<file path="config.mk">
export PLATFORM = sky130hd
export DESIGN_NAME = rtc_match_top
export DESIGN_NICKNAME = d
export VERILOG_FILES = /design/src/rtl/rtc_pkg.sv /design/src/rtl/rtc_counter.sv /design/src/rtl/rtc_flags.sv /design/src/rtl/rtc_scratch.sv /design/src/rtl/rtc_match_top.sv
export SDC_FILE = /design/constraint.sdc
export NUM_CORES = 2
export LEC_CHECK = 0
export BUFFER_PORTS_ARGS = -buffer_cell sky130_fd_sc_hd__buf_2
export CAP_MARGIN = 10
export CORE_UTILIZATION = 38
export CTS_CLUSTER_DIAMETER = 80
export CTS_CLUSTER_SIZE = 8
export DETAILED_ROUTE_END_ITERATION = 10
export GPL_TIMING_DRIVEN = 1
export SLEW_MARGIN = 40
export SYNTH_ARGS = -nofsm -noshare
export SYNTH_HDL_FRONTEND = slang
export SYNTH_SLANG_ARGS = --single-unit
</file>
<file path="constraint.sdc">
create_clock -name clk -period 10.8 [get_ports clk]
set_input_delay 2.16 -clock clk [delete_from_list [all_inputs] [get_ports clk]]
set_output_delay 2.16 -clock clk [all_outputs]
set_load 0.005 [all_outputs]
</file>
<file path="src/rtl/rtc_pkg.sv">
package rtc_pkg;
  // register word offsets (byte addresses)
  localparam int OFS_UP   = 'h00;
  localparam int OFS_DN   = 'h04;
  localparam int OFS_CMPA = 'h08;
  localparam int OFS_CMPB = 'h0C;
  localparam int OFS_CTRL = 'h10;
  localparam int OFS_STS  = 'h14;
  localparam int OFS_KEY  = 'h18;
  // control bit positions
  localparam int C_ENA   = 0;
  localparam int C_ENB   = 1;
  localparam int C_WKA   = 2;
  localparam int C_WKB   = 3;
  localparam int C_HOLD  = 4;
  localparam int C_STOP  = 6;
  localparam int C_FORCE = 7;
  localparam logic [7:0] CTRL_MASK = 8'hDF;
  // status bit positions
  localparam int S_A    = 0;
  localparam int S_B    = 1;
  localparam int S_WAKE = 2;
endpackage

</file>
<file path="src/rtl/rtc_counter.sv">
module rtc_counter #(
  parameter int CW = 32
) (
  input  logic          clk,
  input  logic          rst,
  input  logic          tick,
  input  logic          hold,
  input  logic          stop,
  input  logic          ld_up,
  input  logic          ld_dn,
  input  logic [CW-1:0] wdata,
  output logic [CW-1:0] up,
  output logic [CW-1:0] dn
);
  logic adv;
  assign adv = tick && !stop;

  always_ff @(posedge clk) begin
    if (rst || hold) begin
      up <= '0;
      dn <= '1;
    end else begin
      if (ld_up)    up <= wdata;
      else if (adv) up <= up + CW'(1);
      if (ld_dn)    dn <= wdata;
      else if (adv) dn <= dn - CW'(1);
    end
  end


  count_step_chk: assert property (@(posedge clk) disable iff (rst)
    (tick && !stop && !hold && !ld_up && !ld_dn) |=>
      (up == $past(up) + CW'(1)) && (dn == $past(dn) - CW'(1)));

  hold_chk: assert property (@(posedge clk) disable iff (rst)
    hold |=> (up == '0) && (dn == '1));

  stop_chk: assert property (@(posedge clk) disable iff (rst)
    (stop && !hold && !ld_up && !ld_dn) |=> $stable(up) && $stable(dn));
endmodule

</file>
<file path="src/rtl/rtc_flags.sv">
module rtc_flags #(
  parameter int CW = 32
) (
  input  logic          clk,
  input  logic          rst,
  input  logic [CW-1:0] up,
  input  logic [CW-1:0] cmp_a,
  input  logic [CW-1:0] cmp_b,
  input  logic          en_a,
  input  logic          en_b,
  input  logic          wk_a,
  input  logic          wk_b,
  input  logic          force_hi,
  input  logic [2:0]    clr,
  output logic [2:0]    sts,
  output logic          irq,
  output logic          wake
);
  import rtc_pkg::*;
  logic hit_a, hit_b, wake_n;
  logic [2:0] sts_n;

  always_comb begin
    hit_a = en_a && (up == cmp_a);
    hit_b = en_b && (up == cmp_b);
    wake_n = force_hi || (sts[S_A] && wk_a) || (sts[S_B] && wk_b);
    sts_n[S_A]    = (sts[S_A] && !clr[S_A]) || hit_a;
    sts_n[S_B]    = (sts[S_B] && !clr[S_B]) || hit_b;
    sts_n[S_WAKE] = (sts[S_WAKE] && !clr[S_WAKE]) || (wake_n && !wake);
  end

  always_ff @(posedge clk) begin
    if (rst) begin
      sts  <= '0;
      irq  <= 1'b0;
      wake <= 1'b0;
    end else begin
      sts  <= sts_n;
      irq  <= (sts[S_A] && en_a) || (sts[S_B] && en_b);
      wake <= wake_n;
    end
  end


  match_a_chk: assert property (@(posedge clk) disable iff (rst)
    (en_a && up == cmp_a) |=> sts[S_A]);

  match_b_chk: assert property (@(posedge clk) disable iff (rst)
    (en_b && up == cmp_b) |=> sts[S_B]);

  sticky_chk: assert property (@(posedge clk) disable iff (rst)
    (sts[S_A] && !clr[S_A]) |=> sts[S_A]);

  irq_chk: assert property (@(posedge clk) disable iff (rst)
    ((sts[S_A] && en_a) || (sts[S_B] && en_b)) |=> irq);

  force_chk: assert property (@(posedge clk) disable iff (rst)
    force_hi |=> wake);

  wake_flag_chk: assert property (@(posedge clk) disable iff (rst)
    $rose(wake) |-> sts[S_WAKE]);
endmodule

</file>
<file path="src/rtl/rtc_scratch.sv">
module rtc_scratch #(
  parameter int DW    = 32,
  parameter int WORDS = 32,
  localparam int IAW  = $clog2(WORDS)
) (
  input  logic           clk,
  input  logic           we,
  input  logic           re,
  input  logic [IAW-1:0] idx,
  input  logic [DW-1:0]  wdata,
  output logic [DW-1:0]  q
);
  logic [DW-1:0] mem [WORDS];

  always_ff @(posedge clk) begin
    if (we) mem[idx] <= wdata;
    if (re) q <= mem[idx];
  end
endmodule

</file>
<file path="src/rtl/rtc_match_top.sv">
module rtc_match_top #(
  parameter int DW        = 32,
  parameter int AW        = 8,
  parameter int SCR_WORDS = 32,
  parameter int SCR_BASE  = 'h80
) (
  input  logic          clk,
  input  logic          rst,
  input  logic          tick_i,
  input  logic          wr_en_i,
  input  logic          rd_en_i,
  input  logic [AW-1:0] addr_i,
  input  logic [DW-1:0] wdata_i,
  output logic [DW-1:0] rdata_o,
  output logic          irq_o,
  output logic          wake_o
);
  import rtc_pkg::*;
  localparam int SCR_AW = $clog2(SCR_WORDS);
  localparam int SCR_END = SCR_BASE + 4 * SCR_WORDS;

  logic [DW-1:0] up_q, dn_q, cmpa_q, cmpb_q, key_q, rd_mux, reg_rd_q, ram_q;
  logic [7:0]    ctrl_q;
  logic [2:0]    sts, clr;
  logic          aligned, scr_hit, scr_sel_q;
  logic [SCR_AW-1:0] scr_idx;

  assign aligned = (addr_i[1:0] == 2'b00);
  assign scr_hit = aligned && (int'(addr_i) >= SCR_BASE) && (int'(addr_i) < SCR_END);
  assign scr_idx = SCR_AW'((int'(addr_i) - SCR_BASE) >> 2);

  function automatic logic wsel(input int ofs);
    return wr_en_i && aligned && (addr_i == AW'(ofs));
  endfunction

  assign clr = wsel(OFS_STS) ? wdata_i[2:0] : 3'b000;

  always_ff @(posedge clk) begin
    if (rst) begin
      cmpa_q <= '0;
      cmpb_q <= '0;
      key_q  <= '0;
      ctrl_q <= '0;
    end else begin
      if (wsel(OFS_CMPA)) cmpa_q <= wdata_i;
      if (wsel(OFS_CMPB)) cmpb_q <= wdata_i;
      if (wsel(OFS_KEY))  key_q  <= wdata_i;
      if (wsel(OFS_CTRL)) ctrl_q <= wdata_i[7:0] & CTRL_MASK;
    end
  end

  rtc_counter #(.CW(DW)) i_cnt (
    .clk(clk), .rst(rst), .tick(tick_i),
    .hold(ctrl_q[C_HOLD]), .stop(ctrl_q[C_STOP]),
    .ld_up(wsel(OFS_UP)), .ld_dn(wsel(OFS_DN)),
    .wdata(wdata_i), .up(up_q), .dn(dn_q)
  );

  rtc_flags #(.CW(DW)) i_flags (
    .clk(clk), .rst(rst), .up(up_q), .cmp_a(cmpa_q), .cmp_b(cmpb_q),
    .en_a(ctrl_q[C_ENA]), .en_b(ctrl_q[C_ENB]),
    .wk_a(ctrl_q[C_WKA]), .wk_b(ctrl_q[C_WKB]),
    .force_hi(ctrl_q[C_FORCE]), .clr(clr),
    .sts(sts), .irq(irq_o), .wake(wake_o)
  );

  rtc_scratch #(.DW(DW), .WORDS(SCR_WORDS)) i_scr (
    .clk(clk), .we(wr_en_i && scr_hit), .re(rd_en_i && scr_hit),
    .idx(scr_idx), .wdata(wdata_i), .q(ram_q)
  );

  always_comb begin
    rd_mux = '0;
    if (aligned) begin
      case (addr_i)
        AW'(OFS_UP):   rd_mux = up_q;
        AW'(OFS_DN):   rd_mux = dn_q;
        AW'(OFS_CMPA): rd_mux = cmpa_q;
        AW'(OFS_CMPB): rd_mux = cmpb_q;
        AW'(OFS_CTRL): rd_mux = {{(DW-8){1'b0}}, ctrl_q};
        AW'(OFS_STS):  rd_mux = {{(DW-3){1'b0}}, sts};
        AW'(OFS_KEY):  rd_mux = key_q;
        default:       rd_mux = '0;
      endcase
    end
  end

  always_ff @(posedge clk) begin
    if (rst) begin
      reg_rd_q  <= '0;
      scr_sel_q <= 1'b0;
    end else if (rd_en_i) begin
      reg_rd_q  <= rd_mux;
      scr_sel_q <= scr_hit;
    end
  end

  assign rdata_o = scr_sel_q ? ram_q : reg_rd_q;


  hold_keeps_cmp_chk: assert property (@(posedge clk) disable iff (rst)
    (ctrl_q[C_HOLD] && !wsel(OFS_CMPA)) |=> $stable(cmpa_q));

  misaligned_rd_chk: assert property (@(posedge clk) disable iff (rst)
    (rd_en_i && !aligned) |=> (rdata_o == '0));
endmodule

</file>
* Word-level counts from Yosys, hierarchy flattened
Memories as Yosys holds them, arrays and structs flattened. A register that Yosys moved wholly into a read port is not among the register bits.
Cells that the tools add are included.
** Operators by class
- Add/sub/neg operators :: 3
- Magnitude comparators :: 1
- Equality and inequality tests :: 8
- Multiplexer cells :: 10
- Reductions and logical operators :: 38
** Operator list (number)
- $pmux 32 s7 :: 1
- $mux 32 :: 6
- $eq 32x32->1 :: 2
- $add 32x1->32 const B :: 1
- $sub 32x1->32 const B :: 1
- $eq 8x5->1 const B :: 3
- $logic_and 1x1->1 :: 22
- $eq 8x4->1 const B :: 2
- $eq 8x3->1 const B :: 1
- $ge 8x8->1 const B :: 1
- $logic_not 8->1 :: 1
- $logic_or 1x1->1 :: 7
- $sub 7x1->7 const B :: 1
- $logic_not 1->1 :: 5
- $reduce_bool 2->1 :: 2
- $mux 3 :: 1
- $logic_not 2->1 :: 1
- $mux 1 :: 2
** Storage, ports and cells
- Register bits after elaboration :: 205
- Memory bits (writable) :: 1024
- Input bits :: 45
- Memories :: 1
** Memory list
- i_scr.mem :: words 32, width 32, read ports 1, clocked after memory_dff 1, wr ports 1, line rtc_scratch.sv:13 : logic [DW-1:0] mem [WORDS];

* Depth between registers and ports, before layout
- Word-level depth :: 7
- Gate-level depth with buffers :: 9
- Depth with buffers taken out :: 7

* Hierarchy
A second synthesis with hierarchy kept.
** Unflattened totals
- Cells, all modules :: 3330
- Area, all modules :: 50945.1 um2
** Modules (own cells, without submodules)
- rtc_scratch :: times used 1, cells each 2107, area an instance 40062.2 um2
- rtc_match_top :: times used 1, cells each 675, area an instance 6372.4 um2
- rtc_counter :: times used 1, cells each 443, area an instance 3634.7 um2
- rtc_flags :: times used 1, cells each 105, area an instance 875.8 um2

* Least setup slack after synthesis
No wires, ideal clock.
- Path type :: input port to flip-flop
- Start :: input port addr_i[3]
- End :: memory i_scr.mem[22][0], enable pin
- Setup time :: 0.421 ns
- Arrival time :: 4.718 ns
- Required time :: 10.379 ns
- Path slack :: 5.661 ns
- Stages :: 5
- Cells stage by stage :: clkbuf_1 > nor4b_2 > clkbuf_1 > nand3_1 > nor2_1
** Between the ends
- Word-level cells in the longest chain between the ends :: 5
- Elaborated cells on any way between the ends :: 6
- Classes of those cells :: 1 x add/sub; 1 x order compare; 2 x mux; 2 x reduce/logical
** Ends and longest elaborated chain
- start: declaration :: line rtc_match_top.sv:12 : input logic [AW-1:0] addr_i,
- $ge 8x8->1 :: line rtc_match_top.sv:29 : assign scr_hit = aligned && (int'(addr_i) >= SCR_BASE) && (int'(addr_i) < SCR_END);
- $logic_and 1x1->1 :: line rtc_match_top.sv:29
- $logic_and 1x1->1 :: line rtc_match_top.sv:68 : .clk(clk), .we(wr_en_i && scr_hit), .re(rd_en_i && scr_hit),
- $mux 1 :: line rtc_scratch.sv:16 : if (we) mem[idx] <= wdata;
- $mux 1 (not written as such) :: line rtc_scratch.sv:16
- end: declaration :: line rtc_scratch.sv:13
Several ways; a longest one is shown, not always the timed one.

* Worst setup path after layout
- Start :: register scr_sel_q
- End :: output port rdata_o[28]
** Between the ends
- Word-level cells in the longest chain between the ends :: 1
** Ends and longest elaborated chain
- start: declaration :: line rtc_match_top.sv:25 : logic aligned, scr_hit, scr_sel_q;
- start signal: assignment :: line rtc_match_top.sv:94 : scr_sel_q <= scr_hit;
- $mux 32 :: line rtc_match_top.sv:98 : assign rdata_o = scr_sel_q ? ram_q : reg_rd_q;
- end: declaration :: line rtc_match_top.sv:14 : output logic [DW-1:0] rdata_o,
Every way passes these cells.

==> results.tsv <==
stage	metric	value	unit
critical_path	worstPathCellList	buf_4 > mux2_2 > buf_2	
die	ioPinCount	79	
synth	synth-seq-cells	1261	
clock_tree	post_cts_resized	0	
pwr	power.total	10.7	mW
placement	io_buffers	78	
cells_and_area	multiInputGateArea	14200	um2
clock_tree	clk_transition_reported_paths	0.05	ns
synth	ys_warn_count	0	
synth	synth-compound-area-share	4.96	%
drt	via_per_inst	5.76	
clock_tree	numCtsBuffers	175	
timing	worst_slew_pin_slew	0.875	ns
critical_path	endpoint_kind	output pin	
grt	overflow	0	
synth	muxShareOfSynthArea	14.2	%
critical_path	path_delay_family	flip-flops	
grt	grt_use_total	20.9	%
timing	slew_violations	0	
synth	synth.avg_cell_area	16.7	um2
synth	synth_cell_types	65	
hold_path	hold_path_startpoint	reg_rd_q[25]$_SDFFE_PP0P_	
clock_tree	post_cts_buffers	0	
synth	synth_top_family_by_area	multiplexers	
synth	syn-num-nets	3080	
critical_path	crit_buf_inv	2	
cells_and_area	drive_gt1_share	23.3	%
pwr	p_leak	18.3	nW
job	max_cap_violations	0	
placement	place_hpwl	81000	um
die	initial_core_util	38.4	%
drt	ant_nets	0	
hold_path	whs_endpoint	reg_rd_q[25]$_SDFFE_PP0P_	
hold_path	min_path_cells	2	
clock_tree	cts_root_buf	clkbuf_16	
clock_tree	cts_tree	built	
cells_and_area	final_cells	4951	
die	dieWidth	367	um
timing	fmax	202	MHz
die	coreArea	132000	um2
timing	rsz0062_at_grt	false	
die	die_h	367	um
critical_path	r2r-end	i_cnt.dn[18]$_SDFFE_PP1P_	
grt	grt_pass1_wl	204000	um
cells_and_area	fill_cells	11300	
critical_path	r2r_slack	8.26	ns
synth	synth_top_area_share	62.8	%
timing	min_period	4.94	ns
pwr	max-vdd-ir-drop	0.161	mV
synth	async_flop_share	0	%
critical_path	cp_slowest_stage_delay	0.85	ns
placement	dpl.cell_count	4725	
synth	synth-xor-area-share	1.94	%
placement	place_congestion	0.886	
critical_path	cp_max_fo	18	
clock_tree	postCtsHoldBufs	0	
cells_and_area	area_growth	15.1	%
cells_and_area	final_common_cell	edfxtp_1	
grt	grt_pass1_vias	28500	
synth	synthCells	3033	
timing	max_slew_margin	41.7	%
clock_tree	cts-htree-levels	4	
drt	firstDrtPassIters	7	
timing	timing.hold.ws	0.435	ns
timing	hold_viol	0	
clock_tree	insertion_delay	0.77	ns
drt	drc	0	
synth	synth_flop_cell	edfxtp_1	
synth	synthSimpleGateAreaFrac	6.26	%
critical_path	reg2regPathDepth	5	
critical_path	worst_setup_path_start_kind	flop	
cells_and_area	final_area	58200	um2
synth	synthTopCellsByArea	edfxtp_1, mux4_2, dfxtp_1, nand2_1, mux2_2	
placement	dpl_cell_area	53300	um2
run_status	status	finished clean	
synth	synth_area	50500	um2
timing	fin_tns_setup	0	ns
die	rows	133	
drt	routedWlPerCell	28.5	um
synth	synth_edf_count	1056	
cells_and_area	fin_nets	3196	
pwr	p_per_area	183	nW/um2
synth	synth_top_area_cell	edfxtp_1	
drt	vias	28500	
cells_and_area	register_area	35800	um2
timing	fin_skew	0.0276	ns
clock_tree	clockBufferDepth	3	
critical_path	slowest_stage	dfxtp_1	
drt	totalWireLength	141000	um
synth	synth_fa_ha_area_share	0.0495	%
critical_path	critical_path_class	flop to output pin	
synth	synth_seq_area_share	70.9	%
timing	fin_crit_sh	45.8	%
critical_path	crit_arrival	2.78	ns
die	dieArea	134000	um2
critical_path	r2r-start	i_cnt.dn[5]$_SDFFE_PP1P_	
timing	setup_viol	0	
clock_tree	cts_sinks	1261	
critical_path	cp.required	8.64	ns
hold_path	hp-class	flop to flop	
cells_and_area	final_cell_mix	edfxtp_1, mux4_2, nand2_1, dfxtp_1, clkbuf_16	
grt	antenna_found_initial	10	
drt	drt-initial-drc-count	3022	
grt	grt_max_degree	71	
flip-flops by register name, summed over array words and instances, names as in the netlist:
signal	cells
i_flags.sts	3
i_scr.mem	1024
i_flags.irq	1
i_cnt.up	32
i_cnt.dn	32
i_flags.wake	1
reg_rd_q	32
ctrl_q	7
cmpa_q	32
cmpb_q	32
scr_sel_q	1
key_q	32
i_scr.q	32
where the power goes:
part           total (mW)  internal, mW  switching, mW
Sequential           5.31          5.30         0.0140
Combinational       0.445         0.155          0.290
Clock                4.91          2.93           1.98
logic make-up after synthesis:
| kind of cell | Yosys count |
|---|---|
| AO/OA/AOI/OAI | 408 |
| XOR/XNOR | 112 |
| adder cells (fa/ha/maj) | 2 |
| buffers and inverters | 217 |
| flip-flops | 1261 |
| multiplexers | 378 |
| AND/OR/NAND/NOR | 655 |
layout make-up:
class	instances	area share, %
inverter	8	0.0516
timing repair buffer	148	1.92
antenna	1	0.00430
sequential	1261	61.6
tap	1755	3.77
clock buffer	209	7.82
clock inverter	14	0.430
multi-input combinational	1555	24.4
how the worst max path moves through the flow:
| stage | start | endpoint | slack (ns) | cells past startpoint |
|---|---|---|---|---|
| floorplan | addr_i[3] | i_scr.mem[22][0]$_DFFE_PP_ | 5.66 | 5 |
| global placement | addr_i[2] | i_scr.q[5]$_DFFE_PP_ | 4.90 | 8 |
| detailed placement | addr_i[3] | i_scr.q[20]$_DFFE_PP_ | 4.94 | 7 |
| CTS | addr_i[3] | i_scr.q[20]$_DFFE_PP_ | 5.74 | 7 |
| global route | scr_sel_q$_SDFFE_PP0P_ | rdata_o[26] | 5.84 | 3 |
| finish | scr_sel_q$_SDFFE_PP0P_ | rdata_o[28] | 5.86 | 3 |
per-layer routing:
metal / vias to the layer above / share of wire [%] / GRT usage [%]
met4: 12 / 3.0 / 7.11
met1: 14900 / 42 / 28.7
met2: 1208 / 48 / 33.3
li1: 12100 / - / -
met5: - / 0.050 / 0
met3: 269 / 7.4 / 3.93
synth_stat cells (32+ instances only):
library cell / n
xnor2_1: 80
nand2_1: 252
xor2_1: 32
edfxtp_1: 1056
nand3_1: 33
o21ai_0: 78
mux2_2: 68
nor3_1: 34
clkbuf_1: 154
dfxtp_1: 205
a21oi_1: 141
buf_2: 34
mux4_2: 264
mux2i_1: 46
a211oi_1: 42
nor2b_1: 36
nor2_1: 166
o22ai_1: 77
worst reg2reg max path, delay by kind of cell (launching register included):
family | cells | cell delay (ns)
multiplexers | 1 | 0.23
AND/OR/NAND/NOR | 4 | 1.81
flip-flops | 1 | 0.38
per-stage QoR:
stage / util, % / setup WS, ns
after floorplan: - / 5.66
after global placement: 40.3 / 4.90
after detailed placement: 40.5 / 4.94
after CTS: 44.1 / 5.74
after global routing: 44.2 / 5.84
final: 44.2 / 5.86
Power figures use the tool's default switching activity.
